[config.mk]
export PLATFORM = sky130hd
export DESIGN_NAME = latched_wr_arb
export DESIGN_NICKNAME = d
export VERILOG_FILES = /design/src/rtl/arw_pkg.sv /design/src/rtl/arw_host_capture.sv /design/src/rtl/arw_wait_ctr.sv /design/src/rtl/arw_sequencer.sv /design/src/rtl/latched_wr_arb.sv
export SDC_FILE = /design/constraint.sdc
export NUM_CORES = 1
export LEC_CHECK = 0
export ABC_AREA = 1
export BUFFER_PORTS_ARGS = -buffer_cell sky130_fd_sc_hd__buf_2
export CORE_ASPECT_RATIO = 0.8
export CORE_MARGIN = 1.5
export CORE_UTILIZATION = 32
export CTS_CLUSTER_DIAMETER = 200
export DETAILED_ROUTE_END_ITERATION = 16
export PLACE_DENSITY = 0.62
export SYNTH_ARGS = -nofsm -noshare
export SYNTH_HDL_FRONTEND = slang
export SYNTH_SLANG_ARGS = --single-unit
[constraint.sdc]
create_clock -name clk -period 1.75 [get_ports clk]
set_input_delay 0.175 -clock clk [delete_from_list [all_inputs] [get_ports clk]]
set_output_delay 0.175 -clock clk [all_outputs]
set_load 0.01 [all_outputs]
[src/rtl/arw_pkg.sv]
package arw_pkg;
  typedef enum logic [2:0] {
    ST_IDLE    = 3'd0,
    ST_TAKE    = 3'd1,
    ST_SETTLE  = 3'd2,
    ST_STROBE  = 3'd3,
    ST_RELEASE = 3'd4,
    ST_TERM    = 3'd5
  } arw_state_e;

  localparam logic [1:0] SEL_DMEM = 2'b00;
  localparam logic [1:0] SEL_IMEM = 2'b01;
  localparam logic [1:0] SEL_PCLO = 2'b10;
  localparam logic [1:0] SEL_PCHI = 2'b11;
endpackage

[src/rtl/arw_host_capture.sv]
module arw_host_capture #(
  parameter int AW = 16,
  parameter int DW = 8
) (
  input  logic          clk,
  input  logic          rst,
  input  logic          host_en,
  input  logic          host_wr_n,
  input  logic          host_rd_n,
  input  logic [AW-1:0] host_addr,
  input  logic [DW-1:0] host_data,
  input  logic          clr_pend,
  output logic          pend,
  output logic          rise_evt,
  output logic          ack_n,
  output logic [AW-1:0] cap_addr,
  output logic [DW-1:0] cap_data
);
  logic          wr_q;
  logic          pend_q;
  logic [AW-1:0] addr_q;
  logic [DW-1:0] data_q;
  logic          take_data;

  // latch follows the host while its strobe was low, freezes once posted
  assign take_data = host_en && !pend_q && !wr_q;
  assign rise_evt  = take_data && host_wr_n;

  always_ff @(posedge clk) begin
    if (rst) begin
      wr_q   <= 1'b1;
      pend_q <= 1'b0;
      addr_q <= '0;
      data_q <= '0;
    end else begin
      wr_q <= host_wr_n;
      if (take_data) begin
        addr_q <= host_addr;
        data_q <= host_data;
      end
      if (clr_pend)      pend_q <= 1'b0;
      else if (rise_evt) pend_q <= 1'b1;
    end
  end

  assign pend     = pend_q;
  assign ack_n    = !(pend_q && host_en && (!host_wr_n || !host_rd_n));
  assign cap_addr = addr_q;
  assign cap_data = data_q;

  AST_CAP_FROZEN: assert property (@(posedge clk) disable iff (rst)
    (pend_q && $past(pend_q)) |-> ($stable(addr_q) && $stable(data_q)));
endmodule

[src/rtl/arw_wait_ctr.sv]
module arw_wait_ctr #(
  parameter int CW = 3
) (
  input  logic          clk,
  input  logic          rst,
  input  logic          load,
  input  logic [CW-1:0] load_val,
  input  logic          dec,
  output logic          zero
);
  logic [CW-1:0] cnt_q;

  always_ff @(posedge clk) begin
    if (rst)       cnt_q <= '0;
    else if (load) cnt_q <= load_val;
    else if (dec)  cnt_q <= cnt_q - 1'b1;
  end

  assign zero = (cnt_q == '0);

  AST_CNT_NO_WRAP: assert property (@(posedge clk) disable iff (rst)
    (dec && !load) |-> (cnt_q != '0));
endmodule

[src/rtl/arw_sequencer.sv]
module arw_sequencer
  import arw_pkg::*;
#(
  parameter int DW = 8,
  parameter int CW = 3
) (
  input  logic          clk,
  input  logic          rst,
  input  logic          pend,
  input  logic          rise_evt,
  input  logic          cpu_wr_n,
  input  logic          ext_wait_n,
  input  logic          lcl_req,
  input  logic [1:0]    sel,
  input  logic [CW-1:0] dwait,
  input  logic [CW-1:0] iwait,
  input  logic [DW-1:0] cap_data,
  input  logic          cnt_zero,
  output logic          cnt_load,
  output logic [CW-1:0] cnt_val,
  output logic          cnt_dec,
  output logic          clr_pend,
  output logic          cfg_upd,
  output logic          bus_local,
  output logic          lcl_gnt,
  output logic          dmem_we_n,
  output logic          imem_we_n,
  output logic          pclo_ld,
  output logic          pchi_ld,
  output logic [DW-1:0] ilat
);
  arw_state_e    st_q, st_d;
  logic          hib_q;
  logic [DW-1:0] ilat_q;
  logic          in_strobe;
  logic          strb_any;

  always_comb begin
    st_d     = st_q;
    cnt_load = 1'b0;
    case (st_q)
      ST_IDLE:    if (pend) begin st_d = ST_TAKE; cnt_load = 1'b1; end
      ST_TAKE:    if (cpu_wr_n) st_d = ST_SETTLE;
      ST_SETTLE:  st_d = ST_STROBE;
      ST_STROBE:  if (cnt_zero && ext_wait_n) st_d = ST_RELEASE;
      ST_RELEASE: st_d = ST_TERM;
      ST_TERM: begin
        if (rise_evt) begin st_d = ST_TAKE; cnt_load = 1'b1; end
        else st_d = ST_IDLE;
      end
      default:    st_d = ST_IDLE;
    endcase
  end

  always_comb begin
    if (sel == SEL_DMEM)                cnt_val = dwait;
    else if (sel == SEL_IMEM && hib_q)  cnt_val = iwait;
    else                                cnt_val = '0;
  end

  always_ff @(posedge clk) begin
    if (rst) begin
      st_q   <= ST_IDLE;
      hib_q  <= 1'b0;
      ilat_q <= '0;
    end else begin
      st_q <= st_d;
      if (st_q == ST_RELEASE && sel == SEL_IMEM) begin
        if (!hib_q) ilat_q <= cap_data;
        hib_q <= !hib_q;
      end
    end
  end

  assign in_strobe = (st_q == ST_STROBE);
  assign cnt_dec   = in_strobe && !cnt_zero;
  assign clr_pend  = (st_q == ST_RELEASE);
  assign cfg_upd   = (st_q == ST_IDLE && !pend) || (st_q == ST_RELEASE);
  assign bus_local = !(st_q == ST_SETTLE || in_strobe || st_q == ST_RELEASE);
  assign lcl_gnt   = lcl_req && (st_q == ST_IDLE || st_q == ST_TERM);
  assign dmem_we_n = !(in_strobe && sel == SEL_DMEM);
  assign imem_we_n = !(in_strobe && sel == SEL_IMEM && hib_q);
  assign pclo_ld   = in_strobe && sel == SEL_PCLO;
  assign pchi_ld   = in_strobe && sel == SEL_PCHI;
  assign ilat      = ilat_q;
  assign strb_any  = !dmem_we_n || !imem_we_n || pclo_ld || pchi_ld;

  AST_NO_GNT_REMOTE: assert property (@(posedge clk) disable iff (rst)
    !bus_local |-> !lcl_gnt);
  AST_ONE_STROBE: assert property (@(posedge clk) disable iff (rst)
    $onehot0({!dmem_we_n, !imem_we_n, pclo_ld, pchi_ld}));
  AST_STROBE_REMOTE: assert property (@(posedge clk) disable iff (rst)
    strb_any |-> !bus_local);
  AST_SETTLE_FIRST: assert property (@(posedge clk) disable iff (rst)
    $rose(strb_any) |-> $past(!bus_local));
  AST_RELEASE_GAP: assert property (@(posedge clk) disable iff (rst)
    $fell(strb_any) |-> !bus_local);
endmodule

[src/rtl/latched_wr_arb.sv]
module latched_wr_arb
  import arw_pkg::*;
#(
  parameter int AW      = 16,
  parameter int DW      = 8,
  parameter int DWAIT_W = 3,
  parameter int IWAIT_W = 2
) (
  input  logic               clk,
  input  logic               rst,
  input  logic               host_en,
  input  logic               host_wr_n,
  input  logic               host_rd_n,
  input  logic [AW-1:0]      host_addr,
  input  logic [DW-1:0]      host_data,
  output logic               host_ack_n,
  output logic               wr_pend_n,
  input  logic [1:0]         cfg_sel,
  input  logic [DWAIT_W-1:0] cfg_dwait,
  input  logic [IWAIT_W-1:0] cfg_iwait,
  input  logic               lcl_req,
  output logic               lcl_gnt,
  input  logic               cpu_wr_n,
  output logic               bus_local,
  input  logic               ext_wait_n,
  output logic               dmem_we_n,
  output logic               imem_we_n,
  output logic               pclo_ld,
  output logic               pchi_ld,
  output logic [AW-1:0]      mem_addr,
  output logic [DW-1:0]      mem_wdata,
  output logic [2*DW-1:0]    imem_wdata
);
  localparam int CW = (DWAIT_W > IWAIT_W) ? DWAIT_W : IWAIT_W;

  logic               pend, rise_evt, clr_pend, cfg_upd;
  logic               cnt_load, cnt_dec, cnt_zero;
  logic [CW-1:0]      cnt_val;
  logic [AW-1:0]      cap_addr;
  logic [DW-1:0]      cap_data, ilat;
  logic [1:0]         act_sel;
  logic [DWAIT_W-1:0] act_dwait;
  logic [IWAIT_W-1:0] act_iwait;

  // configuration is only sampled between writes
  always_ff @(posedge clk) begin
    if (rst) begin
      act_sel   <= SEL_DMEM;
      act_dwait <= '0;
      act_iwait <= '0;
    end else if (cfg_upd) begin
      act_sel   <= cfg_sel;
      act_dwait <= cfg_dwait;
      act_iwait <= cfg_iwait;
    end
  end

  arw_host_capture #(.AW(AW), .DW(DW)) cap_i (
    .clk(clk), .rst(rst), .host_en(host_en), .host_wr_n(host_wr_n),
    .host_rd_n(host_rd_n), .host_addr(host_addr), .host_data(host_data),
    .clr_pend(clr_pend), .pend(pend), .rise_evt(rise_evt), .ack_n(host_ack_n),
    .cap_addr(cap_addr), .cap_data(cap_data)
  );

  arw_wait_ctr #(.CW(CW)) ctr_i (
    .clk(clk), .rst(rst), .load(cnt_load), .load_val(cnt_val),
    .dec(cnt_dec), .zero(cnt_zero)
  );

  arw_sequencer #(.DW(DW), .CW(CW)) seq_i (
    .clk(clk), .rst(rst), .pend(pend), .rise_evt(rise_evt),
    .cpu_wr_n(cpu_wr_n), .ext_wait_n(ext_wait_n), .lcl_req(lcl_req),
    .sel(act_sel), .dwait(CW'(act_dwait)), .iwait(CW'(act_iwait)),
    .cap_data(cap_data), .cnt_zero(cnt_zero), .cnt_load(cnt_load),
    .cnt_val(cnt_val), .cnt_dec(cnt_dec), .clr_pend(clr_pend),
    .cfg_upd(cfg_upd), .bus_local(bus_local), .lcl_gnt(lcl_gnt),
    .dmem_we_n(dmem_we_n), .imem_we_n(imem_we_n), .pclo_ld(pclo_ld),
    .pchi_ld(pchi_ld), .ilat(ilat)
  );

  assign wr_pend_n  = !pend;
  assign mem_addr   = cap_addr;
  assign mem_wdata  = cap_data;
  assign imem_wdata = {cap_data, ilat};

  AST_PEND_BUS_TOGETHER: assert property (@(posedge clk) disable iff (rst)
    $rose(wr_pend_n) |-> $rose(bus_local));
  AST_ACK_QUIET: assert property (@(posedge clk) disable iff (rst)
    wr_pend_n |-> host_ack_n);
endmodule

==> results_dict.tcl <==
set metrics [dict create \
    finalSetupViolations 0 \
    outcome "finished, final reports clean" \
    syn_to_final_growth_pct 25.71 \
    r2r-end "act_sel[1]" \
    synth_edf_count 0 \
    post-route-period-util_pct 94.18 \
    path_delay_family "simple AND/OR/NAND/NOR gates" \
    yosysTopAreaCell "dfxtp_1" \
    p_per_area_mw_per_mm2 801.6 \
    initial_core_util_pct 33.12 \
    worstPathArrival_ns 1.47 \
    slowest_delay_ns 0.34 \
    worstPathBufferInverterCount 3 \
    yosys_warnings 0 \
    grt_start_max_net_pins 28 \
    final_cells 435 \
    numCtsBuffers 5 \
    die_h_microns 75.67 \
    cp_common_cell "inv_2" \
    hold_path_depth 3 \
    final_cell_area_sq_mm 0.002655 \
    clock_sinks 48 \
    final_antenna_net_count 0 \
    crit_path_start "seq_i.st_q[2]" \
    maxSlewHeadroom_pct 56.86 \
    grt_pass1_wl_microns 8507 \
    design.core.area_sq_mm 0.006376 \
    met1_usage_pct 19.46 \
    numPortBuffers 86 \
    avgSynthCellArea_sq_um 7.736 \
    vias_per_cell 4.510 \
    h-tree-depth 2 \
    cp_cell_sequence "inv_2 -> nand2_2 -> nor2_4 -> inv_2 -> nor3_1 -> buf_2" \
    placed_area_sq_mm 0.002561 \
    syn_nets 314 \
    fin_setup_tns_ns 0 \
    met2_usage_pct 25.44 \
    synth.ff_latch_count 48 \
    min_period_ns 1.648 \
    cp.required_ns 1.57 \
    num_rows 26 \
    cp_max_fo 8 \
    rsz0062_at_grt "false" \
    yosysMostFrequentCell "nor2_1" \
    synth_cell_type_count 31 \
    ios 87 \
    min_path_type "input pin to register" \
    antenna_cells 0 \
    synth_commonest_cells "56 x nor2_1, 48 x dfxtp_1, 31 x o21ai_0" \
    maxSlewViolCount 0 \
    netlist_instances 273 \
    post-route-drc-count 0 \
    critPathSlowestCell "dfxtp_1" \
    hold_violations 0 \
    top_usage_layer "met2" \
    crit_type "register to output pin" \
    ff2ff_setup_slack_ns 0.21 \
    fin_skew_ns 0.01156 \
    synth_seq_area_share_pct 45.50 \
    postCtsSetupRepairBufs 0 \
    drt-pass1-iter-count 4 \
    layout.nets 391 \
    ctsHoldBuffers 0 \
    cp-end-kind "output pin" \
    ir_drop_v 0.0003402 \
    max_freq_mhz 606.7 \
    cts-root-buf "clkbuf_8" \
    die_area_sq_mm 0.007100 \
    cts_resized 0 \
    hp-start "host_addr[14]" \
    synth_area_leaders "dfxtp_1 45%, nor2_1 10%, o21ai_0 7.3%, nand2_1 4.6%, a21oi_2 3.7%" \
    grt_pass1_vias 1886 \
    worstMarginPinSlew_ns 0.6447 \
    synth_area_sq_mm 0.002112 \
    drt-wirelength-per-cell_microns 11.70 \
    drt_iter0_drc 86 \
    yosysTopAreaCellShare_pct 45.50 \
    wirelength_microns 5089 \
    r2r_start "seq_i.st_q[0]" \
    dieWidth_microns 93.83 \
    placed_cells_incl_taps 427 \
    dp_hpwl_microns 3696 \
    cts_tree "built" \
    ctsLongestPathBuffers 2 \
    maxCapViolations 0 \
    gp_congestion 0.8591 \
    clkTransAtPathRegs_ns 0.09 \
    gr-usage-all-layers_pct 15.36 \
    drive_gt1_share_pct 36.18 \
    antenna_found_initial 0 \
    overflow 0 \
    grt_use_met3_pct 4.591 \
    synthArstFlopShare_pct 0 \
    final_util_pct 41.64 \
    r2r_cells 6 \
    startpoint_type "register" \
    min_to "cap_i.cap_addr[14]" \
    vias 1962 \
    synth_flop_cell "dfxtp_1" \
    p_leak_nw 1.234 \
    clock_latency_ns 0.30 \
]
==> per-layer routing <==
| layer | wire [microns] | share of wire [%] |
|---|---|---|
| met5 | 0 | 0 |
| met4 | 59 | 1.2 |
| met3 | 356 | 7.0 |
| met2 | 2292 | 45 |
| met1 | 2380 | 47 |
==> placed cells by master, fill, tap and decap left out <==
cell | Yosys | final
o21a_1 | 1 | 1
o21ai_0 | 31 | 31
nand3b_1 | 1 | 1
nor2_2 | 1 | 1
nand3_1 | 8 | 8
buf_12 | 0 | 1
nor3_2 | 1 | 1
a21oi_1 | 13 | 13
a21oi_2 | 9 | 9
inv_2 | 8 | 8
clkbuf_1 | 2 | 1
nand2_2 | 4 | 4
o21ai_1 | 13 | 13
clkbuf_8 | 0 | 6
clkinv_1 | 1 | 1
nand4_4 | 1 | 1
nor3_1 | 3 | 3
nor2_4 | 2 | 2
xnor2_1 | 1 | 1
buf_4 | 9 | 2
nor2_1 | 56 | 56
ha_1 | 2 | 2
nand2_1 | 26 | 26
clkinvlp_4 | 0 | 1
dfxtp_1 | 48 | 48
nand3_2 | 1 | 1
inv_1 | 16 | 16
o21ai_2 | 1 | 1
nor2_8 | 1 | 1
nand4_1 | 3 | 3
buf_2 | 7 | 86
nand2_4 | 1 | 1
or2_2 | 1 | 1
==> power breakdown <==
group          internal (W)  switching, W  leakage (nW)
logic              0.000111      0.000153         0.798
clock network      0.000322      0.000371        0.0445
registers           0.00114     0.0000318         0.392
total               0.00157      0.000556          1.23
==> logic make-up (layout without fill, tap and decap cells) <==
logic type | after synthesis | count (layout) | synth area share (%)
AND/OR/NAND/NOR | 110 | 110 | 24.70
AO/OA/AOI/OAI | 68 | 68 | 18.01
flip-flops | 48 | 48 | 45.50
buffers and inverters | 44 | 122 | 10.19
adder cells (fa/ha/maj) | 2 | 2 | 1.185
XOR/XNOR | 1 | 1 | 0.4148
==> worst max path at each step <==
stage	to	slack [ns]	depth (start not counted)
floorplan	seq_i.ilat[6]	0.55	7
global placement	act_sel[1]	0.31	6
detailed placement	act_sel[1]	0.26	6
CTS	pclo_ld	0.09	6
global route	pclo_ld	0.02	6
finish	pclo_ld	0.10	6
==> sequential cells by signal, summed over array words and instances, names as in the netlist <==
signal          flops
cap_i.wr_q          1
act_dwait           3
ctr_i.cnt_q         3
cap_i.cap_addr     16
seq_i.hib_q         1
act_sel             2
cap_i.pend          1
act_iwait           2
seq_i.ilat          8
cap_i.cap_data      8
seq_i.st_q          3
==> cell type report <==
class	count	area (sq um)
fill	693	3721
sequential	48	960.9
multi-input combinational	181	935.9
timing repair buffer	89	465.4
tap	84	105.1
inverter	25	93.84
clock buffer	7	86.33
clock inverter	1	7.507
==> tightest hold or removal path: stages <==
cell	delay, ns
buf_2	0.07
nor2_1	0.03
nor2_1	0.08
==> through the flow <==
stage	hold WS [ns]	total power, W	worst slack, ns
finish	0.08436	0.002128	0.1018
global route	0.08495	0.002244	0.02342
CTS	0.07608	0.002158	0.08961
detailed placement	0.3992	0.001463	0.2650
global placement	0.3962	0.001458	0.3089
floorplan	0.2816	0.001358	0.5496
Note: power is estimated with default switching activity, not from simulation.
